### config.mk
export PLATFORM = sky130hd
export DESIGN_NAME = proc_ctr_timer
export DESIGN_NICKNAME = d
export VERILOG_FILES = /design/src/rtl/pct_pkg.sv /design/src/rtl/pct_tick_gen.sv /design/src/rtl/pct_reg_if.sv /design/src/rtl/pct_count_core.sv /design/src/rtl/proc_ctr_timer.sv
export SDC_FILE = /design/constraint.sdc
export NUM_CORES = 1
export LEC_CHECK = 0
export BUFFER_PORTS_ARGS = -buffer_cell sky130_fd_sc_hd__buf_4
export CORE_MARGIN = 2
export CORE_UTILIZATION = 63
export DETAILED_ROUTE_END_ITERATION = 7
export PLACE_DENSITY = 0.93
export REMOVE_ABC_BUFFERS = 1
export SLEW_MARGIN = 20
export SYNTH_ARGS = -nofsm -noshare
export SYNTH_HDL_FRONTEND = slang
export SYNTH_SLANG_ARGS = --single-unit
### constraint.sdc
create_clock -name clk -period 7.48 [get_ports clk]
set_input_delay 0 -clock clk [delete_from_list [all_inputs] [get_ports clk]]
set_output_delay 0 -clock clk [all_outputs]
set_load 0.005 [all_outputs]
### src/rtl/pct_pkg.sv
package pct_pkg;

    // position of the least significant count step inside a register word
    localparam int SUB_W = 9;
    // width of the word selector taken from address bits [OFF_W+1:2]
    localparam int OFF_W = 3;

    typedef enum logic [OFF_W-1:0] {
        SEL_HI_LIMIT = 3'd0,   // limit (limit mode) / upper count word (user mode)
        SEL_LO_COUNT = 3'd1,   // count and flag (limit mode) / lower count word (user mode)
        SEL_LIM_KEEP = 3'd2,   // limit load without clear (limit mode only)
        SEL_RUN_CTRL = 3'd3    // start/stop (user mode only)
    } word_sel_e;

    // decoded register side effects handed from the port decode to the counter
    typedef struct packed {
        logic lim_load;    // take a new limit value
        logic lim_clear;   // limit-mode write that also clears the count
        logic cnt_reset;   // user-mode word write: clear the count
        logic flag_clear;  // limit-mode limit read: clear reached flag and interrupt
        logic run_wr;      // user-mode run control write
        logic run_val;     // new run state
    } ctl_t;

endpackage

### src/rtl/pct_tick_gen.sv
module pct_tick_gen #(
    parameter int DIV = 50
) (
    input  logic clk,
    input  logic rst,
    input  logic restart_i,
    output logic tick_o
);
    localparam int PW = (DIV > 1) ? $clog2(DIV) : 1;

    logic [PW-1:0] pre_q;

    assign tick_o = (pre_q == PW'(DIV - 1));

    always_ff @(posedge clk) begin
        if (rst || restart_i || tick_o) begin
            pre_q <= '0;
        end else begin
            pre_q <= pre_q + PW'(1);
        end
    end

    generate
        if (DIV > 1) begin : g_spacing
            // steps never come back to back when the divide ratio exceeds one
            a_r2_tick_gap: assert property (@(posedge clk) disable iff (rst)
                tick_o |=> !tick_o);
            // a restart never produces a step in the next cycle
            a_r2_restart_phase: assert property (@(posedge clk) disable iff (rst)
                restart_i |=> !tick_o);
        end
    endgenerate

endmodule

### src/rtl/pct_reg_if.sv
module pct_reg_if
    import pct_pkg::*;
#(
    parameter int DATA_W = 32,
    parameter int ADDR_W = 5,
    parameter int LIM_W  = 22,
    parameter int CNT_W  = 54
) (
    input  logic              clk,
    input  logic              rst,
    input  logic              user_i,
    input  logic              mode_chg_i,
    input  logic              req_valid_i,
    input  logic              req_write_i,
    input  logic [ADDR_W-1:0] req_addr_i,
    input  logic [DATA_W-1:0] req_wdata_i,
    input  logic [LIM_W-1:0]  limit_i,
    input  logic [CNT_W-1:0]  cnt_i,
    input  logic              reached_i,
    input  logic              running_i,
    output ctl_t              ctl_o,
    output logic [LIM_W-1:0]  new_limit_o,
    output logic              rd_valid_o,
    output logic [DATA_W-1:0] rd_data_o
);
    localparam int LO_BITS = DATA_W - SUB_W;

    word_sel_e         sel;
    logic              wr_go;
    logic              rd_go;
    logic              rd_known;
    logic [DATA_W-1:0] rd_next;
    logic [LIM_W-1:0]  lim_field;
    logic              unused_bits;

    assign sel         = word_sel_e'(req_addr_i[OFF_W+1:2]);
    assign wr_go       = req_valid_i && req_write_i && !mode_chg_i;
    assign rd_go       = req_valid_i && !req_write_i;
    assign lim_field   = req_wdata_i[DATA_W-2:SUB_W];
    assign new_limit_o = (lim_field == '0) ? '1 : lim_field;
    assign unused_bits = ^{req_addr_i, req_wdata_i};

    // read multiplexer: meaning of each word depends on the mode
    always_comb begin
        rd_next  = '0;
        rd_known = 1'b0;
        if (!user_i) begin
            case (sel)
                SEL_HI_LIMIT: begin
                    rd_next  = {1'b0, limit_i, {SUB_W{1'b0}}};
                    rd_known = 1'b1;
                end
                SEL_LO_COUNT: begin
                    rd_next  = {reached_i, cnt_i[LIM_W-1:0], {SUB_W{1'b0}}};
                    rd_known = 1'b1;
                end
                default: ;
            endcase
        end else begin
            case (sel)
                SEL_HI_LIMIT: begin
                    rd_next  = DATA_W'(cnt_i[CNT_W-1:LO_BITS]);
                    rd_known = 1'b1;
                end
                SEL_LO_COUNT: begin
                    rd_next  = {cnt_i[LO_BITS-1:0], {SUB_W{1'b0}}};
                    rd_known = 1'b1;
                end
                SEL_RUN_CTRL: begin
                    rd_next  = DATA_W'(running_i);
                    rd_known = 1'b1;
                end
                default: ;
            endcase
        end
    end

    // side-effect decode
    always_comb begin
        ctl_o = '0;
        if (!user_i) begin
            if (wr_go && sel == SEL_HI_LIMIT) begin
                ctl_o.lim_load  = 1'b1;
                ctl_o.lim_clear = 1'b1;
            end
            if (wr_go && sel == SEL_LIM_KEEP) begin
                ctl_o.lim_load = 1'b1;
            end
            if (rd_go && !mode_chg_i && sel == SEL_HI_LIMIT) begin
                ctl_o.flag_clear = 1'b1;
            end
        end else begin
            if (wr_go && (sel == SEL_HI_LIMIT || sel == SEL_LO_COUNT)) begin
                ctl_o.cnt_reset = 1'b1;
            end
            if (wr_go && sel == SEL_RUN_CTRL) begin
                ctl_o.run_wr  = 1'b1;
                ctl_o.run_val = req_wdata_i[0];
            end
        end
    end

    always_ff @(posedge clk) begin
        if (rst) begin
            rd_valid_o <= 1'b0;
            rd_data_o  <= '0;
        end else begin
            rd_valid_o <= rd_go;
            if (rd_go) begin
                rd_data_o <= rd_next;
            end
        end
    end

    // every read yields exactly one valid cycle, the next one
    a_r12_read_valid: assert property (@(posedge clk) disable iff (rst)
        rd_go |=> rd_valid_o);
    a_r12_no_spurious: assert property (@(posedge clk) disable iff (rst)
        !rd_go |=> !rd_valid_o);
    // offsets without a function in the current mode read as zero
    a_r11_unused_reads_zero: assert property (@(posedge clk) disable iff (rst)
        (rd_go && !rd_known) |=> (rd_data_o == '0));
    // a decoded limit is never zero
    a_r5_new_limit_nonzero: assert property (@(posedge clk) disable iff (rst)
        ctl_o.lim_load |-> (new_limit_o != '0));

endmodule

### src/rtl/pct_count_core.sv
module pct_count_core
    import pct_pkg::*;
#(
    parameter int LIM_W = 22,
    parameter int CNT_W = 54
) (
    input  logic             clk,
    input  logic             rst,
    input  logic             tick_i,
    input  logic             user_i,
    input  logic             mode_chg_i,
    input  ctl_t             ctl_i,
    input  logic [LIM_W-1:0] new_limit_i,
    output logic [CNT_W-1:0] cnt_q,
    output logic [LIM_W-1:0] limit_q,
    output logic             reached_q,
    output logic             irq_q,
    output logic             running_q,
    output logic             restart_o
);
    logic [LIM_W-1:0] low_inc;
    logic             hit;
    logic             clr_cnt;
    logic             adv;
    logic             set_evt;

    assign low_inc   = cnt_q[LIM_W-1:0] + LIM_W'(1);
    assign hit       = (low_inc == limit_q);
    assign clr_cnt   = ctl_i.lim_clear || ctl_i.cnt_reset;
    assign adv       = tick_i && running_q;
    assign set_evt   = adv && !user_i && hit && !clr_cnt;
    assign restart_o = mode_chg_i || clr_cnt;

    always_ff @(posedge clk) begin
        if (rst) begin
            cnt_q     <= '0;
            limit_q   <= '1;
            reached_q <= 1'b0;
            irq_q     <= 1'b0;
            running_q <= 1'b1;
        end else if (mode_chg_i) begin
            cnt_q     <= '0;
            reached_q <= 1'b0;
            irq_q     <= 1'b0;
            running_q <= 1'b1;
        end else begin
            if (ctl_i.lim_load) begin
                limit_q <= new_limit_i;
            end

            if (clr_cnt) begin
                cnt_q <= '0;
            end else if (adv) begin
                if (user_i) begin
                    cnt_q <= cnt_q + CNT_W'(1);
                end else if (hit) begin
                    cnt_q <= '0;
                end else begin
                    cnt_q <= {{(CNT_W-LIM_W){1'b0}}, low_inc};
                end
            end

            // a new limit event takes priority over a clear in the same cycle
            if (set_evt) begin
                reached_q <= 1'b1;
            end else if (ctl_i.flag_clear) begin
                reached_q <= 1'b0;
            end

            if (set_evt) begin
                irq_q <= 1'b1;
            end else if (ctl_i.flag_clear || clr_cnt) begin
                irq_q <= 1'b0;
            end

            if (ctl_i.run_wr) begin
                running_q <= ctl_i.run_val;
            end
        end
    end

    // no interrupt while the free-running mode is active
    a_r9_user_silent: assert property (@(posedge clk) disable iff (rst)
        user_i |-> !irq_q);
    // an interrupt only rises together with a wrapped count and the flag
    a_r6_rise_on_wrap: assert property (@(posedge clk) disable iff (rst)
        $rose(irq_q) |-> (cnt_q == '0 && reached_q));
    // without a step or a clear the count holds
    a_r2_hold_between_steps: assert property (@(posedge clk) disable iff (rst)
        (!tick_i && !restart_o) |=> $stable(cnt_q));
    // mode change leaves a clean running counter
    a_r10_mode_change_clean: assert property (@(posedge clk) disable iff (rst)
        mode_chg_i |=> (cnt_q == '0 && !irq_q && !reached_q && running_q));
    // a clearing limit write zeroes the count and drops the interrupt
    a_r3_load_clears: assert property (@(posedge clk) disable iff (rst)
        ctl_i.lim_clear |=> (cnt_q == '0 && !irq_q));
    // the stored limit is never zero
    a_r5_limit_nonzero: assert property (@(posedge clk) disable iff (rst)
        limit_q != '0);

endmodule

### src/rtl/proc_ctr_timer.sv
module proc_ctr_timer
    import pct_pkg::*;
#(
    parameter int DATA_W   = 32,
    parameter int ADDR_W   = 5,
    parameter int CNT_W    = 54,
    parameter int TICK_DIV = 50
) (
    input  logic              clk,
    input  logic              rst,
    input  logic              user_mode_i,
    input  logic              req_valid_i,
    input  logic              req_write_i,
    input  logic [ADDR_W-1:0] req_addr_i,
    input  logic [DATA_W-1:0] req_wdata_i,
    output logic              rd_valid_o,
    output logic [DATA_W-1:0] rd_data_o,
    output logic              irq_o
);
    localparam int LIM_W = DATA_W - 1 - SUB_W;

    logic             mode_q;
    logic             mode_chg;
    logic             tick;
    logic             restart;
    ctl_t             ctl;
    logic [LIM_W-1:0] new_limit;
    logic [CNT_W-1:0] cnt;
    logic [LIM_W-1:0] limit;
    logic             reached;
    logic             running;

    // the mode is tracked during reset as well, so leaving reset is not a change
    always_ff @(posedge clk) begin
        mode_q <= user_mode_i;
    end
    assign mode_chg = (user_mode_i != mode_q);

    pct_tick_gen #(
        .DIV (TICK_DIV)
    ) u_tick (
        .clk       (clk),
        .rst       (rst),
        .restart_i (restart),
        .tick_o    (tick)
    );

    pct_reg_if #(
        .DATA_W (DATA_W),
        .ADDR_W (ADDR_W),
        .LIM_W  (LIM_W),
        .CNT_W  (CNT_W)
    ) u_regs (
        .clk         (clk),
        .rst         (rst),
        .user_i      (mode_q),
        .mode_chg_i  (mode_chg),
        .req_valid_i (req_valid_i),
        .req_write_i (req_write_i),
        .req_addr_i  (req_addr_i),
        .req_wdata_i (req_wdata_i),
        .limit_i     (limit),
        .cnt_i       (cnt),
        .reached_i   (reached),
        .running_i   (running),
        .ctl_o       (ctl),
        .new_limit_o (new_limit),
        .rd_valid_o  (rd_valid_o),
        .rd_data_o   (rd_data_o)
    );

    pct_count_core #(
        .LIM_W (LIM_W),
        .CNT_W (CNT_W)
    ) u_core (
        .clk         (clk),
        .rst         (rst),
        .tick_i      (tick),
        .user_i      (mode_q),
        .mode_chg_i  (mode_chg),
        .ctl_i       (ctl),
        .new_limit_i (new_limit),
        .cnt_q       (cnt),
        .limit_q     (limit),
        .reached_q   (reached),
        .irq_q       (irq_o),
        .running_q   (running),
        .restart_o   (restart)
    );

endmodule

Word level (Yosys, flattened, before mapping)
Index checks and enable logic that the tools add are counted.
Word-level totals
  bits in registers: 119
  latch bits: 0
  memory bits (writable): 0
  bits in read-only memories: 0
  output and inout bits: 34
  word-level logic and storage cells: 68
  memories: 0
Cells by class
  $add $sub $neg: 3
  $mul: 0
  div/mod/pow operators: 0
  order comparisons: 0
  eq/ne operators: 6
  shift-type cells: 0
  multiplexer cells: 19
  bitwise logic cells: 1
  reductions and logical operators: 30
Operators by type and width (number)
  one-hot mux 32 bit (3 select lines): 1
  one-hot mux 32 bit (2 select lines): 1
  adder 54 x 1 -> 54 bit (second input constant): 1
  two-way mux 54 bit: 1
  two-way mux 22 bit: 2
  two-way mux 32 bit: 1
  adder 22 x 1 -> 22 bit (second input constant): 1
  == test 22 bit: 1
  zero test 22 bit: 1
  logical AND 1 bit: 13
  two-way mux 1 bit: 9
  two-way mux 2 bit: 4
  adder 6 x 1 -> 6 bit (second input constant): 1
  == test 3 x 2 -> 1 bit (second input constant): 2
  == test 6 bit (second input constant): 1
  logical OR 1 bit: 6
  zero test 1 bit: 4
  nonzero test 2 bit: 2
  == test 3 x 1 -> 1 bit (second input constant): 1
  zero test 3 bit: 1
  OR reduction 3 bit: 1
  AND reduction 2 bit: 1
  OR reduction 2 bit: 1
  inequality test 1 bit: 1
  inverter 1 bit: 1

Depth between registers and ports, before layout
Gate-level depths: netlist of run 1.
  depth in word-level cells: 11
  gate-level depth with buffers: 11
  gate-level depth less buffers: 10

Modules after synthesis
From an unflattened synthesis of run 1, not the netlist that was laid out.
Unflattened totals
  cell total of the unflattened synthesis: 754
  area, all modules: 6722.7 µm²
By module, submodules not included
  pct_count_core: times used 1, cells each 511, area an instance 4391.7 µm², seq. area each 1581.5 µm²
  pct_reg_if: times used 1, cells each 213, area an instance 2016.9 µm², seq. area each 660.6 µm²
  pct_tick_gen: times used 1, cells each 28, area an instance 285.3 µm², seq. area each 120.1 µm²
  proc_ctr_timer: times used 1, cells each 2, area an instance 28.8 µm², seq. area each 20.0 µm²

Worst setup path before layout of run 1
No wires, ideal clock.
  path type: register -> register
  start: reg u_core.cnt_q[0]
  end: reg u_core.cnt_q[18]
  arrival time: 2.801 ns
  data required time: 7.365 ns
  path slack: 4.564 ns
  cell stages (with the launch flop): 11
  buffers on the path: 1
  clock period less this slack: 2.916 ns
  cell sequence: dfxtp_1 -> ha_1 -> nand4_2 -> nor3_2 -> nand4_1 -> nor3_1 -> nor2_1 -> or4_4 -> o31ai_4 -> buf_6 -> nor2_2
Between the ends
  word-level cells in the longest chain between the ends: 4
  elaborated cells on any way between the ends: 5
  classes of those cells: add/sub: 2; eq/ne: 1; mux: 2
RTL lines
  start, declared: line pct_count_core.sv:14  | output logic [CNT_W-1:0] cnt_q,
  start signal, assigned: line pct_count_core.sv:55  | cnt_q <= cnt_q + CNT_W'(1);
  start signal, assigned: line pct_count_core.sv:59  | cnt_q <= {{(CNT_W-LIM_W){1'b0}}, low_inc};
  adder 22 x 1 -> 22 bit: line pct_count_core.sv:27  | assign low_inc = cnt_q[LIM_W-1:0] + LIM_W'(1);
  == test 22 bit: line pct_count_core.sv:28  | assign hit = (low_inc == limit_q);
  two-way mux 22 bit: line pct_count_core.sv:56  | end else if (hit) begin
  two-way mux 54 bit (*): line pct_count_core.sv:54  | if (user_i) begin
Mark *: on every way between the ends. The rest lies on a longest branch, timed or not.
A chain may end at the register's enable or synchronous reset.

Worst setup path in the final report of run 1
  start: reg u_core.cnt_q[0]
  end: reg u_core.cnt_q[5]
Same word-level chain as after synthesis.

==> results.sh, run 1 <==
export IMPL_status="finished, final reports clean"
export IMPL_post_cts_resized=0
export IMPL_critPathLaunchType="register"
export IMPL_synth_top_cell_area_share_pct=39.0
export IMPL_crit_type="register to register"
export IMPL_netlist_area_mm2=0.00612
export IMPL_hold_path_class="primary input to register"
export IMPL_rsz0062_at_grt="false"
export IMPL_num_rows=35
export IMPL_power_density_mw_per_mm2=207
export IMPL_timing_final_max_slew_violations=0
export IMPL_start_util_pct=65.6
export IMPL_cts_tree="built"
export IMPL_max_cap_violations=0
export IMPL_first_global_vias=5977
export IMPL_vias=6167
export IMPL_critPathLaunch="u_core.cnt_q[0]"
export IMPL_crit_family="simple AND/OR/NAND/NOR gates"
export IMPL_antenna_found_initial=0
export IMPL_cts_htree_levels=4
export IMPL_total_power_mw=1.56
export IMPL_syn_avg_cell_area_um2=8.26
export IMPL_ys_flop_type="dfxtp_1"
export IMPL_cpMaxStageDelayCell="o31ai_4"
export IMPL_cpMostUsedCell="nor2_1"
export IMPL_ys_warn_count=0
export IMPL_die_area_mm2=0.0105
export IMPL_cts_root_buf="clkbuf_8"
export IMPL_diodes=0
export IMPL_drcViolationCount=0
export IMPL_dr_pass1_iters=7
export IMPL_drive_gt1_share_pct=16.2
export IMPL_fin_setup_tns_ns=0
export IMPL_max_clock_freq_mhz=238
export IMPL_r2r_start="u_core.cnt_q[0]"
export IMPL_worstMarginPinSlew_ns=1.08
export IMPL_io_pins=76
export IMPL_core_area_mm2=0.00933
export IMPL_yosys_top_cells_count="dfxtp_1, nor2_1, nand2_1"
export IMPL_yosysTopAreaCell="dfxtp_1"
export IMPL_yosys_cell_types_count=63
export IMPL_clockBufferDepth=2
export IMPL_wl_per_cell_um=20.7
export IMPL_hpwl_mm=12.2
export IMPL_layout_nets=858
export IMPL_gp_congestion=0.948
export IMPL_nFillCells=552
export IMPL_final_hold_violation_count=0
export IMPL_syn_inst=740
export IMPL_place_ws_ns=3.51
export IMPL_crit_chain="ha_1 -> nand4_2 -> nor3_2 -> nand4_1 -> nor3_1 -> nor2_1 -> or4_4 -> o31ai_4 -> nor2_1"
export IMPL_clk_latency_ns=0.54
export IMPL_skew_ns=0.0102
export IMPL_drt_total_wl_mm=19.7
export IMPL_ir_drop_mv=0.195
export IMPL_grt_max_degree=59
export IMPL_fin_crit_ns=4.19
export IMPL_numCtsBuffers=17
export IMPL_die_y_um=103
export IMPL_setup_viol=0
export IMPL_die_width_um=103
export IMPL_viasPerCell=6.46
export IMPL_slowest_delay_ns=0.87
export IMPL_ant_nets=0
export IMPL_synth_edff_count=0
export IMPL_end_kind="register"
export IMPL_critPathBufInv=0
export IMPL_postCtsSetupBuffers=0
export IMPL_fin_crit_sh_pct=56.1
export IMPL_clock_sinks=119
export IMPL_grt_remaining_overflow=0
export IMPL_synth_seq_cells=119
export IMPL_hold_buffers=31
export IMPL_hold_start="req_addr_i[4]"
export IMPL_max_slew_margin_rel_pct=27.8
export IMPL_netlist_top_cells_area="dfxtp_1, xnor2_1, nor2_1"
export IMPL_setup_ws_ns=3.29
export IMPL_io_buffers=64
export IMPL_yosysMostFrequentCell="dfxtp_1"
export IMPL_grt_usage_pct=38.6
export IMPL_postSynth_asyncResetShare_pct=0
export IMPL_clkTransAtPathRegs_ns=0.06
export IMPL_worstPathMaxFanout=18
export IMPL_worstPathRequired_ns=7.86
export IMPL_area_delta_synth_final_pct=23.1
export IMPL_leakage_nw=2.66
export IMPL_drtIter0Drc=608
export IMPL_critical_path_arrival_ns=4.58
export IMPL_ys_seq_area_share_pct=39.0
export IMPL_grt_pass1_wl_mm=30.6
final cells by class:
type | count | area [um2] | area share (%)
Timing Repair Buffer | 101 | 836 | 11.1
Multi-Input combinational cell | 562 | 3520 | 46.7
Clock buffer | 17 | 414 | 5.50
Clock inverter | 14 | 175 | 2.33
Inverter | 12 | 45.0 | 0.598
Sequential cell | 119 | 2380 | 31.6
Tap cell | 129 | 161 | 2.14
sequential cells by signal, indices dropped and copies added (netlist names):
register / flops
u_core.cnt_q: 54
u_regs.rd_data_o: 32
u_core.limit_q: 22
u_tick.pre_q: 6
mode_q: 1
u_core.irq_q: 1
u_core.reached_q: 1
u_core.running_q: 1
u_regs.rd_valid_o: 1
stage by stage:
stage	area, um2	hold slack, ns	util (%)	cells
2_1_floorplan	5910	0.0277	-	693
3_3_place_gp	6620	0.131	70.9	892
3_5_place_dp	6620	0.134	70.9	892
4_1_cts	7520	0.0880	80.6	954
5_1_grt	7530	0.149	80.7	954
6_report	7530	0.122	80.7	954
logic make-up after synthesis:
logic type / after synthesis / synth area share, %
buf+inv: 59 / 4.15
mux: 25 / 4.09
xor+xnor: 77 / 11.0
flops: 119 / 39.0
compound gates: 125 / 13.6
fa+ha+maj: 3 / 0.614
simple gates: 332 / 27.5
routing by layer:
metal	wire [um]	up-vias	GRT usage, %
met5	0	-	0
met4	1020	0	22.8
met3	1910	98	10.4
met2	9710	418	65.6
met1	7100	2922	43.6
li1	-	2729	-
worst reg2reg max path, cell delays in order, from the launching register on:
cell     delay (ns)
dfxtp_1        0.52
ha_1           0.34
nand4_2        0.26
nor3_2         0.43
nand4_1        0.34
nor3_1         0.44
nor2_1         0.13
or4_4          0.57
o31ai_4        0.87
nor2_1         0.13
where the power goes:
| group | total (mW) | internal (mW) | switching, mW |
|---|---|---|---|
| logic | 0.0832 | 0.0363 | 0.0469 |
| registers | 0.639 | 0.637 | 0.00251 |
| clock network | 0.835 | 0.510 | 0.325 |
final timing paths:
kind	slack, ns	cells after the start	end
worst max-delay path	3.29	9	u_core.cnt_q[5]
worst min-delay path	0.12	5	u_core.irq_q
worst max register to register	3.29	9	u_core.cnt_q[5]
worst min register to register	0.47	1	u_tick.pre_q[0]
placed cells by master (no fill, tap or decap), types with 3 or more instances in the layout:
cell type,n
dlygate4sd3_1,31
nand2_1,62
o22ai_1,23
a21oi_1,12
or2_2,5
dfxtp_1,119
clkinv_2,3
nor2_2,10
bufinv_16,3
o21ai_0,32
a22oi_1,31
inv_6,4
or3_1,10
clkinv_4,4
inv_1,12
clkbuf_16,16
nor4_1,10
nand3_1,25
xnor2_1,48
buf_4,70
nand3b_1,3
nor2_1,111
a211oi_1,6
and3_1,11
nand2b_1,28
and2_1,6
mux2i_1,25
xor2_1,29
nand4_1,18
ha_1,3
nor3_1,11
a21o_1,3
Note: power is estimated with default switching activity, not from simulation.
==> run 2, diff against run 1 <==
--- a/config.mk
+++ b/config.mk
@@ -5,11 +5,12 @@
 export SDC_FILE = /design/constraint.sdc
 export NUM_CORES = 1
 export LEC_CHECK = 0
+export ABC_AREA = 1
 export BUFFER_PORTS_ARGS = -buffer_cell sky130_fd_sc_hd__buf_4
 export CORE_MARGIN = 2
-export CORE_UTILIZATION = 63
+export CORE_UTILIZATION = 59
 export DETAILED_ROUTE_END_ITERATION = 7
-export PLACE_DENSITY = 0.93
+export PLACE_DENSITY = 0.88
 export REMOVE_ABC_BUFFERS = 1
 export SLEW_MARGIN = 20
 export SYNTH_ARGS = -nofsm -noshare
==> constraint.sdc (replaced) <==
create_clock -name clk -period 4.32 [get_ports clk]
set_input_delay 0 -clock clk [delete_from_list [all_inputs] [get_ports clk]]
set_output_delay 0 -clock clk [all_outputs]
set_load 0.005 [all_outputs]
==> results.sh, run 2 <==
export IMPL_fin_crit_sh_pct=72.3
export IMPL_drtIter0Drc=887
export IMPL_wl_per_cell_um=16.6
export IMPL_cts_tree="built"
export IMPL_core_area_mm2=0.0108
export IMPL_worstMarginPinSlew_ns=0.931
export IMPL_max_slew_margin_rel_pct=37.9
export IMPL_clockBufferDepth=2
export IMPL_ys_flop_type="dfxtp_1"
export IMPL_crit_family="simple AND/OR/NAND/NOR gates"
export IMPL_viasPerCell=5.92
export IMPL_rsz0062_at_grt="false"
export IMPL_highest_layer="met4"
export IMPL_status="finished, final reports clean"
export IMPL_area_delta_synth_final_pct=22.4
export IMPL_ant_nets=0
export IMPL_max_clock_freq_mhz=320
export IMPL_leakage_nw=3.05
export IMPL_grt_pass1_wl_mm=33.2
export IMPL_yosys_cell_types_count=35
export IMPL_yosysTopAreaCell="dfxtp_1"
export IMPL_largest_register="u_core.cnt_q"
export IMPL_clk_latency_ns=0.52
export IMPL_netlist_area_mm2=0.00649
export IMPL_timing_final_max_slew_violations=0
export IMPL_postSynth_asyncResetShare_pct=0
export IMPL_die_area_mm2=0.0119
export IMPL_grt_remaining_overflow=0
export IMPL_crit_chain="ha_1 -> nand3_1 -> nor2_1 -> nand2_1 -> nor2_1 -> nand2_1 -> nand2_1 -> nand2_1 -> nand2_1 -> nand2_1 -> nor2_2 -> nand4_2 -> nand2_1 -> a21oi_1"
export IMPL_power_density_mw_per_mm2=328
export IMPL_nFillCells=845
export IMPL_wl_met3_mm=2.18
export IMPL_critical_path_arrival_ns=3.48
export IMPL_gp_congestion=1.02
export IMPL_dpl_instance_area_mm2=0.00705
export IMPL_num_rows=38
export IMPL_synth_edff_count=0
export IMPL_m1WireLength_mm=8.63
export IMPL_drt_total_wl_mm=21.0
export IMPL_drive_gt1_share_pct=10.8
export IMPL_wl_met2_mm=9.17
export IMPL_ys_warn_count=0
export IMPL_fin_setup_tns_ns=0
export IMPL_start_util_pct=60.1
export IMPL_critPathBufInv=0
export IMPL_io_pins=76
export IMPL_grt_usage_pct=36.6
export IMPL_worstPathRequired_ns=4.68
export IMPL_vias=7493
export IMPL_post_cts_resized=0
export IMPL_layout_nets=1158
export IMPL_ys_seq_area_share_pct=36.7
export IMPL_ir_drop_mv=0.208
export IMPL_cpMostUsedCell="nand2_1"
export IMPL_yosys_top_cells_count="nand2_1, dfxtp_1, inv_1"
export IMPL_critPathLaunchType="register"
export IMPL_fin_crit_ns=3.12
export IMPL_first_global_vias=6774
export IMPL_yosysMostFrequentCell="nand2_1"
export IMPL_cpMaxStageDelayCell="nand4_2"
export IMPL_clock_sinks=119
export IMPL_synth_top_cell_area_share_pct=36.7
export IMPL_largest_reg_flops=54
export IMPL_grt_max_degree=53
export IMPL_hold_path_class="primary input to register"
export IMPL_numCtsBuffers=17
export IMPL_hpwl_mm=13.9
export IMPL_final_hold_violation_count=0
export IMPL_dr_pass1_iters=6
export IMPL_cts_root_buf="clkbuf_8"
export IMPL_skew_ns=0.00997
export IMPL_largest_registers="u_core.cnt_q x54, u_regs.rd_data_o x32, u_core.limit_q x22"
export IMPL_syn_inst=1026
export IMPL_diodes=0
export IMPL_max_cap_violations=0
export IMPL_die_y_um=109
export IMPL_syn_avg_cell_area_um2=6.32
export IMPL_clkTransAtPathRegs_ns=0.06
export IMPL_synth_seq_cells=119
export IMPL_end_kind="register"
export IMPL_final_common_cell="nand2_1"
export IMPL_worstPathMaxFanout=22
export IMPL_crit_type="register to register"
export IMPL_die_width_um=109
export IMPL_slowest_delay_ns=0.59
export IMPL_io_buffers=64
export IMPL_final_cell_mix="nand2_1, inv_1, dfxtp_1"
export IMPL_cts_htree_levels=4
export IMPL_antenna_found_initial=0
export IMPL_final_area_mm2=0.00794
export IMPL_drcViolationCount=0
export IMPL_netlist_top_cells_area="dfxtp_1, nand2_1, a21oi_1"
export IMPL_setup_viol=0
-- run 2: cell count changes after synthesis, moves of 28 or more --
| cell | change |
|---|---|
| a21oi_1 | +101 |
| a22oi_1 | -31 |
| inv_1 | +107 |
| nand2_1 | +228 |
| nand2b_1 | -28 |
| nand3_1 | +30 |
| nor2_1 | -33 |
| o21ai_0 | +33 |
| xnor2_1 | -47 |
-- run 2: cells by family (layout without fill, tap and decap cells) --
logic type	Yosys count	count (layout)	share of synthesized area [%]
simple gates	522	522	35.0
compound gates	219	219	17.7
buf+inv	159	258	9.45
flops	119	119	36.7
xor+xnor	4	4	0.540
fa+ha+maj	3	3	0.579
-- run 2: worst paths after layout --
path	cells past startpoint	slack, ns	end	start
max	14	1.20	u_core.cnt_q[2]	u_core.cnt_q[1]
min	5	0.02	u_regs.rd_data_o[19]	req_write_i
max reg2reg	14	1.20	u_core.cnt_q[2]	u_core.cnt_q[1]
min reg2reg	2	0.46	u_regs.rd_data_o[18]	u_regs.rd_data_o[18]
-- run 2: power breakdown --
group / internal (mW) / switching, mW / leakage, nW
combinational: 0.0562 / 0.0794 / 1.82
sequential: 1.10 / 0.00619 / 0.960
clock: 0.831 / 0.527 / 0.270
-- run 2: final cells by class --
cell class	instances	area, um2	area share, %
clock inverter	12	129	1.62
clock buffer	19	432	5.44
timing repair buffer	104	863	10.9
multi-input combinational	748	3500	44.1
inverter	123	462	5.81
sequential	119	2380	30.0
tap	140	175	2.21
-- run 2: layer usage --
metal  track usage (%)  vias to the layer above
met2              57.0                      459
met3              6.46                       77
li1                  -                     3575
met4              20.5                        0
met1              47.7                     3382
met5                 0                        -
-- run 2: repair_timing --
action	CTS	global route
endpoints found under the setup margin	0	0
hold buffers	33	0
setup buffers	0	0
hold endpoints to repair	57	0
-- run 2: worst min-delay path, delay by kind of cell --
family / cells / cell delay, ns
buf+inv: 2 / 0.30
compound gates: 1 / 0.05
simple gates: 2 / 0.13
-- run 2: stage by stage --
stage | cells | setup WS, ns | power, mW | hold WS [ns] | util (%)
global route | 1265 | 1.03 | 2.67 | 0.0511 | 73.6
detailed placement | 1201 | 1.36 | 1.24 | 0.132 | 65.3
global placement | 1201 | 1.38 | 1.24 | 0.135 | 65.3
finish | 1265 | 1.20 | 2.60 | 0.0226 | 73.6
floorplan | 990 | 0.807 | 1.18 | 0.0277 | -
CTS | 1265 | 1.28 | 2.59 | 0.00703 | 73.6
==> run 3, diff against run 2 <==
==> constraint.sdc (replaced) <==
create_clock -name clk -period 3.2 [get_ports clk]
set_input_delay 0 -clock clk [delete_from_list [all_inputs] [get_ports clk]]
set_output_delay 0 -clock clk [all_outputs]
set_load 0.005 [all_outputs]
==> results.sh, run 3 (synthesis gave the netlist of run 2 again) <==
export IMPL_hold_path_class="primary input to register"
export IMPL_skew_ns=0.00853
export IMPL_antenna_found_initial=0
export IMPL_layout_nets=1164
export IMPL_crit_type="register to register"
export IMPL_largest_reg_flops=54
export IMPL_vias=7457
export IMPL_setup_ws_ns=0.478
export IMPL_clkTransAtPathRegs_ns=0.06
export IMPL_cpMaxStageDelayCell="nor3_2"
export IMPL_critPathBufInv=2
export IMPL_hold_ws_ns=0.0135
export IMPL_cts_htree_levels=4
export IMPL_cp_depth=5
export IMPL_multi_input_area_mm2=0.00350
export IMPL_io_pins=76
export IMPL_area_delta_synth_final_pct=23.2
export IMPL_die_width_um=109
export IMPL_diodes=0
export IMPL_seqCellArea_mm2=0.00238
export IMPL_timing_final_max_slew_violations=0
export IMPL_clock_sinks=119
export IMPL_wl_per_cell_um=16.9
export IMPL_die_y_um=109
export IMPL_clockBufferDepth=2
export IMPL_fin_crit_sh_pct=85.1
export IMPL_grt_max_degree=36
export IMPL_drcViolationCount=0
export IMPL_largest_register="u_core.cnt_q"
export IMPL_drtIter0Drc=902
export IMPL_max_cap_violations=0
export IMPL_final_hold_violation_count=0
export IMPL_nFillCells=878
export IMPL_start_util_pct=60.1
export IMPL_worstMarginPinSlew_ns=0.714
export IMPL_leakage_nw=3.08
export IMPL_max_slew_margin_rel_pct=52.3
export IMPL_core_area_mm2=0.0108
export IMPL_num_rows=38
export IMPL_io_buffers=64
export IMPL_ir_drop_mv=0.340
export IMPL_grt_pass1_wl_mm=33.9
export IMPL_crit_family="buffers and inverters"
export IMPL_first_global_vias=6572
export IMPL_slowest_delay_ns=0.70
export IMPL_dr_pass1_iters=6
export IMPL_numCtsBuffers=17
export IMPL_worstHoldPathCells=5
export IMPL_drt_total_wl_mm=21.5
export IMPL_worstPathRequired_ns=3.67
export IMPL_critical_path_arrival_ns=3.19
export IMPL_fin_crit_ns=2.72
export IMPL_largest_registers="u_core.cnt_q x54, u_regs.rd_data_o x32, u_core.limit_q x22"
export IMPL_cts_root_buf="clkbuf_8"
export IMPL_final_cell_mix="nand2_1, inv_1, dfxtp_1"
export IMPL_rsz0062_at_grt="false"
export IMPL_status="finished, final reports clean"
export IMPL_gp_congestion=0.976
export IMPL_clk_latency_ns=0.53
export IMPL_critPathLaunchType="register"
export IMPL_fin_setup_tns_ns=0
export IMPL_drive_gt1_share_pct=11.0
export IMPL_place_ws_ns=0.644
export IMPL_setup_viol=0
export IMPL_reg2reg_depth=5
export IMPL_hpwl_mm=14.7
export IMPL_final_common_cell="nand2_1"
export IMPL_cts_tree="built"
export IMPL_grt_usage_pct=37.6
export IMPL_viasPerCell=5.86
export IMPL_power_density_mw_per_mm2=443
export IMPL_final_area_mm2=0.00799
export IMPL_end_kind="register"
export IMPL_max_clock_freq_mhz=367
export IMPL_grt_remaining_overflow=0
export IMPL_total_power_mw=3.54
export IMPL_postCtsSetupBuffers=0
export IMPL_die_area_mm2=0.0119
export IMPL_dpl_instance_area_mm2=0.00710
export IMPL_crit_chain="inv_1 -> nor3_2 -> nand2_1 -> a31oi_1 -> dlygate4sd3_1"
export IMPL_worstPathMaxFanout=20
export IMPL_ant_nets=0
## run 3: per-stage QoR
step	utilization [%]	instances
3_3_place_gp	65.7	1207
3_5_place_dp	65.7	1207
2_1_floorplan	-	990
5_1_grt	74.1	1272
4_1_cts	74.1	1272
6_report	74.1	1272
## run 3: timing repair
item / in CTS / in global routing
resized for setup: 0 / 0
hold buffers: 33 / 0
endpoints found under the hold margin: 58 / 0
## run 3: path summary, 6_finish.rpt
kind / endpoint / start / slack [ns]
worst max-delay path: u_regs.rd_data_o[0] / mode_q / 0.48
worst max register to register: u_regs.rd_data_o[0] / mode_q / 0.48
worst min register to register: u_regs.rd_data_o[8] / u_regs.rd_data_o[8] / 0.46
worst min-delay path: u_regs.rd_data_o[17] / req_write_i / 0.01
## run 3: area by class of cell
type	count	area share (%)
sequential	119	29.8
inverter	123	5.78
tap	140	2.19
clock inverter	8	1.21
multi-input combinational	748	43.8
clock buffer	24	5.89
timing repair buffer	110	11.4
## run 3: worst min-delay path, delay by kind of cell
kind                   cells  cell delay [ns]
AOI/OAI and AO/OA          1             0.05
and+or+nand+nor            2             0.14
buffers and inverters      2             0.30
## run 3: power breakdown
group	internal, mW	switching, mW	leakage, nW
Clock	1.17	0.685	0.279
Combinational	0.0779	0.111	1.84
Sequential	1.49	0.00831	0.960
## run 3: per-layer routing
metal	global-route usage, %	wire (um)	vias up
met1	50.7	8780	3304
met5	0	0	-
met4	18.3	981	0
met3	6.99	2470	76
li1	-	-	3587
met2	57.9	9250	490
